===== src/rtl/ea_hz_pkg.sv =====
package ea_hz_pkg;
  localparam int REG_W     = 4;
  localparam int NUM_SLOTS = 3;  // memory, main-ALU, write-back stages
  localparam int SEL_W     = 2;

  typedef struct packed {
    logic             valid;
    logic             late;
    logic [REG_W-1:0] dst;
  } slot_t;

  typedef enum logic [SEL_W-1:0] {
    FWD_RF = 2'd0,
    FWD_S4 = 2'd1,
    FWD_S5 = 2'd2,
    FWD_WB = 2'd3
  } fwd_sel_e;
endpackage


===== src/rtl/ea_hz_tracker.sv =====
module ea_hz_tracker
  import ea_hz_pkg::*;
(
  input  logic                    clk_i,
  input  logic                    rst_ni,
  input  logic                    flush_i,
  input  slot_t                   new_i,
  output slot_t [NUM_SLOTS-1:0]   slots_o
);
  slot_t [NUM_SLOTS-1:0] slots_q;

  for (genvar i = 0; i < NUM_SLOTS; i++) begin : g_slot
    slot_t nxt;
    if (i == 0) begin : g_head
      assign nxt = new_i;
    end else begin : g_tail
      assign nxt = slots_q[i-1];
    end
    always_ff @(posedge clk_i or negedge rst_ni) begin
      if (!rst_ni)      slots_q[i] <= '0;
      else if (flush_i) slots_q[i] <= '0;
      else              slots_q[i] <= nxt;
    end
  end

  assign slots_o = slots_q;

  p_flush_empties_r10: assert property (@(posedge clk_i) disable iff (!rst_ni)
    flush_i |=> (slots_q[0].valid == 1'b0 && slots_q[1].valid == 1'b0 && slots_q[2].valid == 1'b0));
endmodule


===== src/rtl/ea_hz_match.sv =====
module ea_hz_match
  import ea_hz_pkg::*;
(
  input  logic                   clk_i,
  input  logic                   rst_ni,
  input  slot_t [NUM_SLOTS-1:0]  slots_i,
  input  logic                   src_valid_i,
  input  logic [REG_W-1:0]       src_i,
  output logic                   hazard_o,
  output fwd_sel_e               sel_o
);
  // oldest first, so the youngest match overrides
  always_comb begin
    hazard_o = 1'b0;
    sel_o    = FWD_RF;
    if (src_valid_i) begin
      for (int k = NUM_SLOTS-1; k >= 0; k--) begin
        if (slots_i[k].valid && slots_i[k].dst == src_i) begin
          sel_o    = fwd_sel_e'(SEL_W'(k + 1));
          hazard_o = slots_i[k].late && (k != NUM_SLOTS-1);
        end
      end
    end
  end

  p_hazard_needs_late_r4: assert property (@(posedge clk_i) disable iff (!rst_ni)
    hazard_o |-> (src_valid_i && ((slots_i[0].valid && slots_i[0].late) ||
                                  (slots_i[1].valid && slots_i[1].late))));

  p_idle_source_quiet_r8: assert property (@(posedge clk_i) disable iff (!rst_ni)
    !src_valid_i |-> (!hazard_o && sel_o == FWD_RF));
endmodule


===== src/rtl/ea_hazard_unit.sv =====
module ea_hazard_unit
  import ea_hz_pkg::*;
#(
  parameter int NUM_SRC = 2
) (
  input  logic                      clk_i,
  input  logic                      rst_ni,
  input  logic                      flush_i,
  input  logic                      ea_valid_i,
  input  logic [NUM_SRC-1:0]        src_valid_i,
  input  logic [NUM_SRC*REG_W-1:0]  src_reg_i,
  input  logic                      dst_valid_i,
  input  logic [REG_W-1:0]          dst_reg_i,
  input  logic                      dst_late_i,
  output logic                      stall_o,
  output logic [NUM_SRC*SEL_W-1:0]  fwd_sel_o
);
  slot_t [NUM_SLOTS-1:0] slots;
  slot_t                 new_slot;
  logic  [NUM_SRC-1:0]   haz;
  fwd_sel_e              sel [NUM_SRC];

  for (genvar s = 0; s < NUM_SRC; s++) begin : g_src
    ea_hz_match u_match (
      .clk_i       (clk_i),
      .rst_ni      (rst_ni),
      .slots_i     (slots),
      .src_valid_i (ea_valid_i & src_valid_i[s]),
      .src_i       (src_reg_i[s*REG_W +: REG_W]),
      .hazard_o    (haz[s]),
      .sel_o       (sel[s])
    );
  end

  assign stall_o = ea_valid_i & ~flush_i & (|haz);

  always_comb begin
    for (int s = 0; s < NUM_SRC; s++) begin
      fwd_sel_o[s*SEL_W +: SEL_W] = (stall_o | flush_i) ? FWD_RF : sel[s];
    end
  end

  // a stalled instruction leaves a bubble behind it
  always_comb begin
    new_slot.valid = ea_valid_i & dst_valid_i & ~stall_o;
    new_slot.late  = dst_late_i;
    new_slot.dst   = dst_reg_i;
  end

  ea_hz_tracker u_track (
    .clk_i   (clk_i),
    .rst_ni  (rst_ni),
    .flush_i (flush_i),
    .new_i   (new_slot),
    .slots_o (slots)
  );

  p_flush_quiet_r10: assert property (@(posedge clk_i) disable iff (!rst_ni)
    flush_i |-> (!stall_o && fwd_sel_o == '0));

  p_no_stall_after_flush_r10: assert property (@(posedge clk_i) disable iff (!rst_ni)
    flush_i |=> !stall_o);

  p_stall_run_le2_r4: assert property (@(posedge clk_i) disable iff (!rst_ni)
    (stall_o && $past(stall_o)) |=> !stall_o);

  p_bubble_on_stall_r9: assert property (@(posedge clk_i) disable iff (!rst_ni)
    stall_o |=> !slots[0].valid);

  p_stall_fwd_zero_r11: assert property (@(posedge clk_i) disable iff (!rst_ni)
    stall_o |-> $countones(fwd_sel_o) == 0);
endmodule


===== config.mk =====
export PLATFORM = sky130hd
export DESIGN_NAME = ea_hazard_unit
export DESIGN_NICKNAME = d
export VERILOG_FILES = /design/src/rtl/ea_hz_pkg.sv /design/src/rtl/ea_hz_tracker.sv /design/src/rtl/ea_hz_match.sv /design/src/rtl/ea_hazard_unit.sv
export SDC_FILE = /design/constraint.sdc
export NUM_CORES = 1
export LEC_CHECK = 0
export BUFFER_PORTS_ARGS = -buffer_cell sky130_fd_sc_hd__buf_2
export CAP_MARGIN = 20
export CELL_PAD_IN_SITES_DETAIL_PLACEMENT = 1
export CELL_PAD_IN_SITES_GLOBAL_PLACEMENT = 2
export CORE_MARGIN = 2
export CORE_UTILIZATION = 34
export DETAILED_ROUTE_END_ITERATION = 12
export PLACE_DENSITY_LB_ADDON = 0.15
export SLEW_MARGIN = 20
export SYNTH_ARGS = -nofsm -noshare
export SYNTH_HDL_FRONTEND = slang
export SYNTH_SLANG_ARGS = --single-unit

===== constraint.sdc =====
create_clock -name clk_i -period 6.5 [get_ports clk_i]
set_input_delay 1.95 -clock clk_i [delete_from_list [all_inputs] [get_ports clk_i]]
set_output_delay 1.95 -clock clk_i [all_outputs]
set_load 0.05 [all_outputs]

After elaboration in Yosys (flattened, before gate mapping)
Cells that the tools add are included.
- register bits: 17
- input bits: 20
- output and inout bits: 5
- bitwise operators: 9
- mux-type cells: 19
- eq/ne operators: 6
- reductions and logical operators: 7
- operators with widths (operator ; count):
    $eq 4x4->1 ; 6
    $mux 2 ; 10
    $mux 6 ; 3
    $and 1x1->1 ; 6
    $logic_and 1x1->1 ; 6
    $mux 1 ; 6
    $not 1->1 ; 2
    $reduce_or 2->1 ; 1
    $or 1x1->1 ; 1

Longest topological paths before layout
Gate-level depths: netlist of the first run.
- depth after elaboration: 10
- depth in mapped cells: 6
- depth with buffers taken out: 6

Modules after synthesis
From an unflattened synthesis of the first run, not the netlist that was laid out.
- cell total of the unflattened synthesis: 113
- area total of the unflattened synthesis: 1139.8 sq um
- modules (own cells, without submodules) (module ; seq. area each (sq um) ; area an instance (sq um) ; cells an instance ; times used):
    ea_hz_tracker ; 450.4 ; 579.3 ; 37 ; 1
    ea_hz_match ; 0.0 ; 245.2 ; 33 ; 2
    ea_hazard_unit ; 0.0 ; 70.1 ; 10 ; 1

Worst setup path before layout of the first run
OpenSTA, ideal clock, no wires.
- kind: input-to-output
- start point: input src_reg_i[1]
- end point: output fwd_sel_o[2]
- required time: 4550 ps
- setup slack: 252 ps
- arrival time: 4298 ps
- stages: 5
- path through: xor2_1 nor4_4 or3b_1 nand4_4 nor4_1
- cells in the longest elaborated chain, start to end: 9
- elaborated cells on any way between the ends: 11
- those cells by class: 2 x eq/ne; 4 x mux; 2 x bitwise; 3 x reduce/logical
- ends and longest elaborated chain (what ; RTL line ; source):
    start, declared ; ea_hazard_unit.sv:11 ; input logic [NUM_SRC*REG_W-1:0] src_reg_i,
    $eq 4x4->1 ; ea_hz_match.sv:18 ; if (slots_i[k].valid && slots_i[k].dst == src_i) begin
    $logic_and 1x1->1 ; ea_hz_match.sv:18 ;
    $mux 1 ; ea_hz_match.sv:18 ;
    $mux 1 * ; ea_hz_match.sv:18 ;
    $mux 1 * ; ea_hz_match.sv:16 ; if (src_valid_i) begin
    $reduce_or 2->1 * ; ea_hazard_unit.sv:35 ; assign stall_o = ea_valid_i & ~flush_i & (|haz);
    $and 1x1->1 * ; ea_hazard_unit.sv:35 ;
    $or 1x1->1 * ; ea_hazard_unit.sv:39 ; fwd_sel_o[s*SEL_W +: SEL_W] = (stall_o | flush_i) ? FWD_RF : sel[s];
    $mux 2 * ; ea_hazard_unit.sv:39 ;
    end, declared ; ea_hazard_unit.sv:16 ; output logic [NUM_SRC*SEL_W-1:0] fwd_sel_o
Every way passes the cells marked *; elsewhere a longest branch is shown, timed or not.

Worst setup path in the final report of the first run
- start point: input src_reg_i[3]
- end point: output stall_o
- cells in the longest elaborated chain, start to end: 7
- elaborated cells on any way between the ends: 9
- those cells by class: 2 x eq/ne; 3 x mux; 1 x bitwise; 3 x reduce/logical
- ends and longest elaborated chain (what ; RTL line ; source):
    $eq 4x4->1 ; ea_hz_match.sv:18 ;
    $logic_and 1x1->1 ; ea_hz_match.sv:18 ;
    $mux 1 ; ea_hz_match.sv:18 ;
    $mux 1 * ; ea_hz_match.sv:18 ;
    $mux 1 * ; ea_hz_match.sv:16 ;
    $reduce_or 2->1 * ; ea_hazard_unit.sv:35 ;
    $and 1x1->1 * ; ea_hazard_unit.sv:35 ;
    end, declared ; ea_hazard_unit.sv:15 ; output logic stall_o,
Marks and branches as above.

==> results_dict.tcl, run 1 <==
set metrics [dict create \
    status "complete, no violations" \
    reg2regPathDepth 5 \
    root_buffer "clkbuf_4" \
    initial_utilization_pct 35.8 \
    worstMarginPinSlew_ps 433 \
    synth_cell_types 21 \
    fin_crit_sh_pct 85.7 \
    timing.fmax_ghz 0.180 \
    syn-instance-count 90 \
    routabilityCongestion 0.823 \
    tns_ps 0 \
    antenna_left 0 \
    drive_above_1_share_pct 29.1 \
    r2r_start "u_track.slots_o[9]" \
    critPathMaxFanout 6 \
    drtPass1Iterations 5 \
    io_pins 25 \
    finClkSkew_ps 10.9 \
    cts.repair.resized 0 \
    hold_slack_ps 558 \
    dp_hpwl_mm 1.83 \
    clockBufferDepth 2 \
    rrSetupSlack_ps 4700 \
    cp-end-kind "primary output" \
    via_per_inst 5.16 \
    syn_area_sq_um 978 \
    grt_setup_unrepaired "no" \
    clk_pin_slew_worst_paths_ps 90 \
    yosys-top-cells-area "dfrtp_1, xor2_1, nor2b_1, xnor2_1, nand2_1" \
    final_cell_mix "buf_2, xor2_1, nor2b_1, dfrtp_1, nand2_1" \
    vias 763 \
    ctsHoldBuffers 0 \
    clock-sinks 17 \
    grt_max_degree 20 \
    cts_setup_buffers 0 \
    die_h_um 57.6 \
    synth_nets 110 \
    cts_max_level 1 \
    synth-seq-cells 17 \
    vdd_drop_max_uv 122 \
    setup_viol 0 \
    whs_path_depth 1 \
    r2r_end "u_track.slots_o[5]" \
    maxSlewHeadroom_pct 70.9 \
    wl_mm 2.23 \
    postLayoutCoreUtil_pct 42.5 \
    power.density_nw_per_um2 175 \
    worstHoldPathType "reg -> reg" \
    io_buffers 24 \
    fp.dieW_um 57.6 \
    min_to "u_track.slots_o[10]" \
    drv_cap 0 \
    min_period_ps 5570 \
    rows 19 \
    core_area_sq_um 2730 \
    antenna_found_initial 0 \
    num-nets-final 138 \
    grt-ovfl-total 0 \
    start_kind "input pin" \
    grt_pass1_wl_mm 3.85 \
    antennaDiodeCount 0 \
    seq_area_frac_synth_pct 43.5 \
    criticalPathCategory "in -> out" \
    cts_tree "built" \
    synth_top_area_share_pct 43.5 \
    avgSynthCellArea_sq_um 10.9 \
    worstSkewPairLatency_ps 300 \
    slew_violations 0 \
    yosysWarnings 0 \
    hold_viol 0 \
    largest_register_ffs 17 \
    min_from "u_track.slots_o[4]" \
    yosys.area.top_type "dfrtp_1" \
    numCtsBuffers 3 \
    drtIter0Drc 16 \
    leakagePower_uw 0.000544 \
    wire_per_inst_um 15.0 \
    mostFrequentLayoutCell "buf_2" \
    grt_pass1_vias 794 \
    syn_to_final_growth_pct 18.7 \
    dieArea_sq_um 3320 \
    grt_use_total_pct 15.6 \
    required_ps 4550 \
    drc 0 \
    crit_arrival_ps 3620 \
]
[worst max path at each step]
stage,end,startpoint,depth (start not counted)
global placement,stall_o,src_reg_i[2],7
global route,fwd_sel_o[2],src_reg_i[1],7
CTS,stall_o,src_reg_i[3],7
finish,stall_o,src_reg_i[3],7
floorplan,fwd_sel_o[2],src_reg_i[1],5
detailed placement,fwd_sel_o[2],src_reg_i[1],7
[through the flow]
| step | setup WS, ps | power (uW) | area, sq um | instances |
|---|---|---|---|---|
| 2_1_floorplan | 252 | 132 | 978 | 90 |
| 3_3_place_gp | 912 | 148 | 1130 | 144 |
| 3_5_place_dp | 924 | 148 | 1130 | 144 |
| 4_1_cts | 923 | 208 | 1160 | 148 |
| 5_1_grt | 787 | 216 | 1160 | 148 |
| 6_report | 930 | 204 | 1160 | 148 |
[cells in the mapped netlist]
library cell and number:
xor2_1 20, dfrtp_1 17, nor2b_1 17, nand2_1 8, xnor2_1 4, nand4_1 3
nor3_1 3, a41oi_1 2, nand3_1 2, nor4_1 2, nor4_2 2, a2111oi_2 1
a211oi_1 1, and2_1 1, clkbuf_1 1, nand4_4 1, nor2_1 1, nor4_4 1
or3_1 1, or3b_1 1, or4b_4 1
[kinds of logic (layout without fill, tap and decap cells)]
group | Yosys count | in the layout | synth area share, %
AND/OR/NAND/NOR | 44 | 44 | 30.6
flip-flops | 17 | 17 | 43.5
AO/OA/AOI/OAI | 4 | 4 | 4.09
XOR/XNOR | 24 | 24 | 21.5
buffers and inverters | 1 | 28 | 0.383
[critical path: stages]
cell	delay (ps)
buf_2	130
xor2_1	140
nor4_1	440
or3b_1	430
nand4_4	140
and2_1	130
buf_2	250
[area by class of cell]
type | count | area [sq um]
sequential | 17 | 425
clock buffer | 3 | 22.5
fill | 334 | 1570
multi-input combinational | 72 | 549
tap | 31 | 38.8
timing repair buffer | 24 | 120
clock inverter | 1 | 5.00
[layer usage]
layer / vias up / part of all wire [%] / global-route usage, %
li1: 365 / - / -
met1: 378 / 44 / 20.5
met2: 16 / 51 / 25.8
met3: 4 / 3.1 / 2.68
met4: 0 / 1.4 / 5.98
met5: - / 0 / 0
[where the power goes]
group          internal [uW]  total [uW]  switching [uW]
registers                110         113            3.86
clock network           22.9        58.1            35.2
logic                   13.5        32.0            18.5
total                    146         204            57.5
(Power assumes the default switching activity.)
==> run 2: changes to the inputs <==
--- a/config.mk
+++ b/config.mk
@@ -10,8 +10,9 @@
 export CELL_PAD_IN_SITES_DETAIL_PLACEMENT = 1
 export CELL_PAD_IN_SITES_GLOBAL_PLACEMENT = 2
 export CORE_MARGIN = 2
-export CORE_UTILIZATION = 34
+export CORE_UTILIZATION = 32
 export DETAILED_ROUTE_END_ITERATION = 12
+export GPL_ROUTABILITY_DRIVEN = 0
 export PLACE_DENSITY_LB_ADDON = 0.15
 export SLEW_MARGIN = 20
 export SYNTH_ARGS = -nofsm -noshare
==> constraint.sdc (replaced) <==
create_clock -name clk_i -period 5.3 [get_ports clk_i]
set_input_delay 1.59 -clock clk_i [delete_from_list [all_inputs] [get_ports clk_i]]
set_output_delay 1.59 -clock clk_i [all_outputs]
set_load 0.05 [all_outputs]
==> run 2 against run 1 <==
  * Clock-buffer cell count rose by 1
  * Non-clock buffer count did not move
  * Via count decreased by 1.6%
  * Register-to-register slack got worse by 1200 ps
  * Clock skew is 8.3 ps lower
  * Worst setup slack got worse by 490 ps
  * Sequential power increased by 23%
  * Final cell count is 1.4% higher
  * Critical endpoint is now fwd_sel_o[1]
  * Largest cell class unchanged
  * Largest power group unchanged
==> results_dict.tcl, run 2 (synthesis results as in run 1) <==
set metrics [dict create \
    whs_path_depth 1 \
    r2r_start "u_track.slots_o[9]" \
    grt_max_degree 20 \
    clock-sinks 17 \
    required_ps 3710 \
    status "complete, no violations" \
    num-nets-final 138 \
    wl_mm 2.19 \
    start_kind "input pin" \
    io_pins 25 \
    setup_viol 0 \
    io_buffers 24 \
    drv_cap 0 \
    vdd_drop_max_uv 124 \
    root_buffer "clkbuf_4" \
    clockBufferDepth 2 \
    power.density_nw_per_um2 212 \
    grt_pass1_wl_mm 3.72 \
    numCtsBuffers 3 \
    cts_setup_buffers 0 \
    place_area_sq_um 1140 \
    reg2regPathDepth 5 \
    core_area_sq_um 2980 \
    rows 20 \
    grt_setup_unrepaired "no" \
    ctsHoldBuffers 0 \
    worstHoldPathType "reg -> reg" \
    timing.fmax_ghz 0.206 \
    nFillCells 355 \
    via_per_inst 5.01 \
    clk_pin_slew_worst_paths_ps 100 \
    cts_tree "built" \
    finClkSkew_ps 2.60 \
    fp.dieW_um 59.3 \
    syn_to_final_growth_pct 19.4 \
    design_area_sq_um 1170 \
    startpoint "src_reg_i[1]" \
    antennaDiodeCount 0 \
    maxSlewHeadroom_pct 74.0 \
    die_h_um 59.3 \
    seqCellArea_sq_um 425 \
    cp-end-kind "primary output" \
    min_from "u_track.slots_o[5]" \
    criticalPathCategory "in -> out" \
    leakagePower_uw 0.000541 \
    critPathMaxFanout 6 \
    worstMarginPinSlew_ps 390 \
    worstSkewPairLatency_ps 280 \
    cts_max_level 1 \
    slew_violations 0 \
    initial_utilization_pct 32.9 \
    largest_register_ffs 17 \
    hold_viol 0 \
    tns_ps 0 \
    mostFrequentLayoutCell "buf_2" \
    grt_pass1_vias 834 \
    final_cell_mix "buf_2, xor2_1, nor2b_1, dfrtp_1, nand2_1" \
    fin_crit_sh_pct 91.7 \
    crit_arrival_ps 3270 \
    cts.repair.resized 0 \
    drtIter0Drc 8 \
    dp_hpwl_mm 1.82 \
    antenna_left 0 \
    grt-ovfl-total 0 \
    grt_use_total_pct 14.6 \
    drive_above_1_share_pct 29.1 \
    drc 0 \
    multi_input_area_sq_um 556 \
    drtPass1Iterations 4 \
    dieArea_sq_um 3520 \
    wire_per_inst_um 14.6 \
    vias 751 \
    antenna_found_initial 0 \
    min_period_ps 4860 \
]
==> run 2: cell types whose count changed in the layout (fill, tap and decap cells not counted), sizes merged <==
cell and delta:
clkinv -1, clkbuf +1
==> run 2: worst paths after layout <==
kind | end | slack [ps]
setup / recovery | fwd_sel_o[1] | 440
hold / removal | u_track.slots_o[11] | 530
setup reg to reg | u_track.slots_o[5] | 3530
hold reg to reg | u_track.slots_o[11] | 530
max in group asynchronous | u_track.slots_o[17] | 3810
min in group asynchronous | u_track.slots_o[8] | 1210
==> run 2: layer usage <==
layer,track usage (%),wire length (um)
met5,0,0
met4,5.84,24
met3,2.62,60
met2,25.0,1130
met1,18.0,971
==> run 2: power by group <==
group / total, uW / switching (uW) / internal [uW]
Combinational: 39.8 / 23.2 / 16.6
Clock: 69.3 / 40.1 / 29.2
Sequential: 139 / 4.67 / 134
Total: 248 / 68.0 / 180
==> run 2: layout make-up <==
class,count,share of cell area [%]
sequential,17,36.4
timing repair buffer,24,10.3
multi-input combinational,72,47.5
tap,33,3.53
clock buffer,4,2.25
==> run 2: critical path, cell delays in order <==
cell and delay, ps:
buf_2 120, xor2_1 170, nor4_4 400, or3b_1 210
nand4_4 150, a2111oi_2 310, buf_2 320
==> run 2: metrics by stage <==
step	worst slack (ps)	hold WS, ps	total power (uW)	util (%)	std cells
floorplan	108	485	162	-	90
global placement	444	502	182	38.4	146
detailed placement	422	509	182	38.4	146
CTS	425	535	253	39.2	150
global route	312	584	264	39.2	150
finish	438	527	248	39.2	150
==> run 3: changes to the inputs <==
--- a/config.mk
+++ b/config.mk
@@ -7,10 +7,8 @@
 export LEC_CHECK = 0
 export BUFFER_PORTS_ARGS = -buffer_cell sky130_fd_sc_hd__buf_2
 export CAP_MARGIN = 20
-export CELL_PAD_IN_SITES_DETAIL_PLACEMENT = 1
-export CELL_PAD_IN_SITES_GLOBAL_PLACEMENT = 2
 export CORE_MARGIN = 2
-export CORE_UTILIZATION = 32
+export CORE_UTILIZATION = 55
 export DETAILED_ROUTE_END_ITERATION = 12
 export GPL_ROUTABILITY_DRIVEN = 0
 export PLACE_DENSITY_LB_ADDON = 0.15
==> constraint.sdc (replaced) <==
create_clock -name clk_i -period 6.2 [get_ports clk_i]
set_input_delay 1.86 -clock clk_i [delete_from_list [all_inputs] [get_ports clk_i]]
set_output_delay 1.86 -clock clk_i [all_outputs]
set_load 0.05 [all_outputs]
==> run 3 against run 2 <==
  * Power decreased by 14%
  * Critical endpoint unchanged
  * Critical path depth unchanged
  * Highest routed layer unchanged
  * Die area decreased by 39%
  * Worst setup slack improved by 330 ps
  * Clock skew increased by 3.8 ps
  * Sequential share of layout area increased by 0.39 points
  * Clock power decreased by 12%
  * Sequential power decreased by 14%
  * Critical path type unchanged
  * Non-clock buffer count unchanged
==> results_dict.tcl, run 3 (synthesis results as in run 1) <==
set metrics [dict create \
    start_kind "input pin" \
    antenna_found_initial 0 \
    clockBufferDepth 2 \
    maxSlewHeadroom_pct 72.1 \
    cts_tree "built" \
    setup_viol 0 \
    cp-end-kind "primary output" \
    grt_pass1_wl_mm 3.37 \
    antennaDiodeCount 0 \
    required_ps 4340 \
    drtPass1Iterations 4 \
    io_pins 25 \
    fin_total_pwr_uw 213 \
    fp.dieW_um 46.2 \
    rows 15 \
    reg2regPathDepth 5 \
    initial_utilization_pct 57.3 \
    ctsHoldBuffers 0 \
    status "complete, no violations" \
    vdd_drop_max_uv 139 \
    dp_hpwl_mm 1.62 \
    min_period_ps 5430 \
    grt_max_degree 20 \
    drc 0 \
    grt_pass1_vias 745 \
    grt_use_total_pct 22.9 \
    leakagePower_uw 0.000540 \
    cts_setup_buffers 0 \
    root_buffer "clkbuf_4" \
    hold_viol 0 \
    timing.fmax_ghz 0.184 \
    drv_cap 0 \
    rrSetupSlack_ps 4460 \
    worstMarginPinSlew_ps 415 \
    wire_per_inst_um 14.2 \
    worstHoldPathType "reg -> reg" \
    vias 753 \
    setup_ws_ps 765 \
    largest_register_ffs 17 \
    cts_max_level 1 \
    io_buffers 24 \
    tns_ps 0 \
    syn_to_final_growth_pct 18.2 \
    wl_mm 2.02 \
    dieArea_sq_um 2130 \
    post-place-ws_ps 759 \
    drtIter0Drc 8 \
    worstSkewPairLatency_ps 290 \
    finClkSkew_ps 6.41 \
    drive_above_1_share_pct 29.1 \
    critPathMaxFanout 6 \
    final_cell_mix "buf_2, xor2_1, nor2b_1, dfrtp_1, nand2_1" \
    nFillCells 145 \
    cts.repair.resized 0 \
    num-nets-final 138 \
    whs_path_depth 1 \
    clk_pin_slew_worst_paths_ps 110 \
    slew_violations 0 \
    antenna_left 0 \
    die_h_um 46.2 \
    crit_arrival_ps 3570 \
    core_area_sq_um 1710 \
    via_per_inst 5.30 \
    grt-ovfl-total 0 \
    clock-sinks 17 \
    grt_setup_unrepaired "no" \
    power.density_nw_per_um2 184 \
    criticalPathCategory "in -> out" \
    mostFrequentLayoutCell "buf_2" \
    numCtsBuffers 3 \
    fin_crit_sh_pct 87.7 \
]
==> run 3: per-stage QoR <==
stage	hold slack (ps)	instance area (sq um)	std cells	utilization, %
2_1_floorplan	485	978	90	-
3_3_place_gp	518	1130	138	65.9
3_5_place_dp	510	1130	138	65.9
4_1_cts	548	1160	142	67.7
5_1_grt	588	1160	142	67.7
6_report	551	1160	142	67.7
==> run 3: final cells by class <==
cell class,instances,area (sq um),share of cell area (%)
Multi-Input combinational cell,72,549,47.5
Clock buffer,3,22.5,1.95
Sequential cell,17,425,36.8
Clock inverter,1,7.51,0.649
Timing Repair Buffer,24,120,10.4
Tap cell,25,31.3,2.71
==> run 3: where the power goes <==
part	switching, uW	total (uW)	leakage (uW)	internal [uW]
logic	18.5	32.6	0.000299	14.1
clock network	36.5	61.0	0.0000139	24.5
registers	4.21	119	0.000228	115
total	59.2	213	0.000540	154
==> run 3: worst max-delay path, cell delays in order <==
cell       delay, ps
buf_2            130
xor2_1           150
nor4_2           440
or4b_4           230
nand4_4          110
a2111oi_2        330
buf_2            330
==> run 3: routing by layer <==
metal	track usage, %	up-vias	routed length (um)
li1	-	364	-
met1	26.1	362	818
met2	39.2	21	1080
met3	5.88	6	65
met4	11.4	0	56
met5	0	-	0
==> run 3: final timing paths <==
path                                          from                   to
worst max-delay path                  src_reg_i[5]         fwd_sel_o[1]
max in group asynchronous                   rst_ni  u_track.slots_o[13]
min in group asynchronous                   rst_ni  u_track.slots_o[14]
worst min-delay path            u_track.slots_o[5]  u_track.slots_o[11]
worst min register to register  u_track.slots_o[5]  u_track.slots_o[11]
worst max register to register  u_track.slots_o[8]   u_track.slots_o[5]
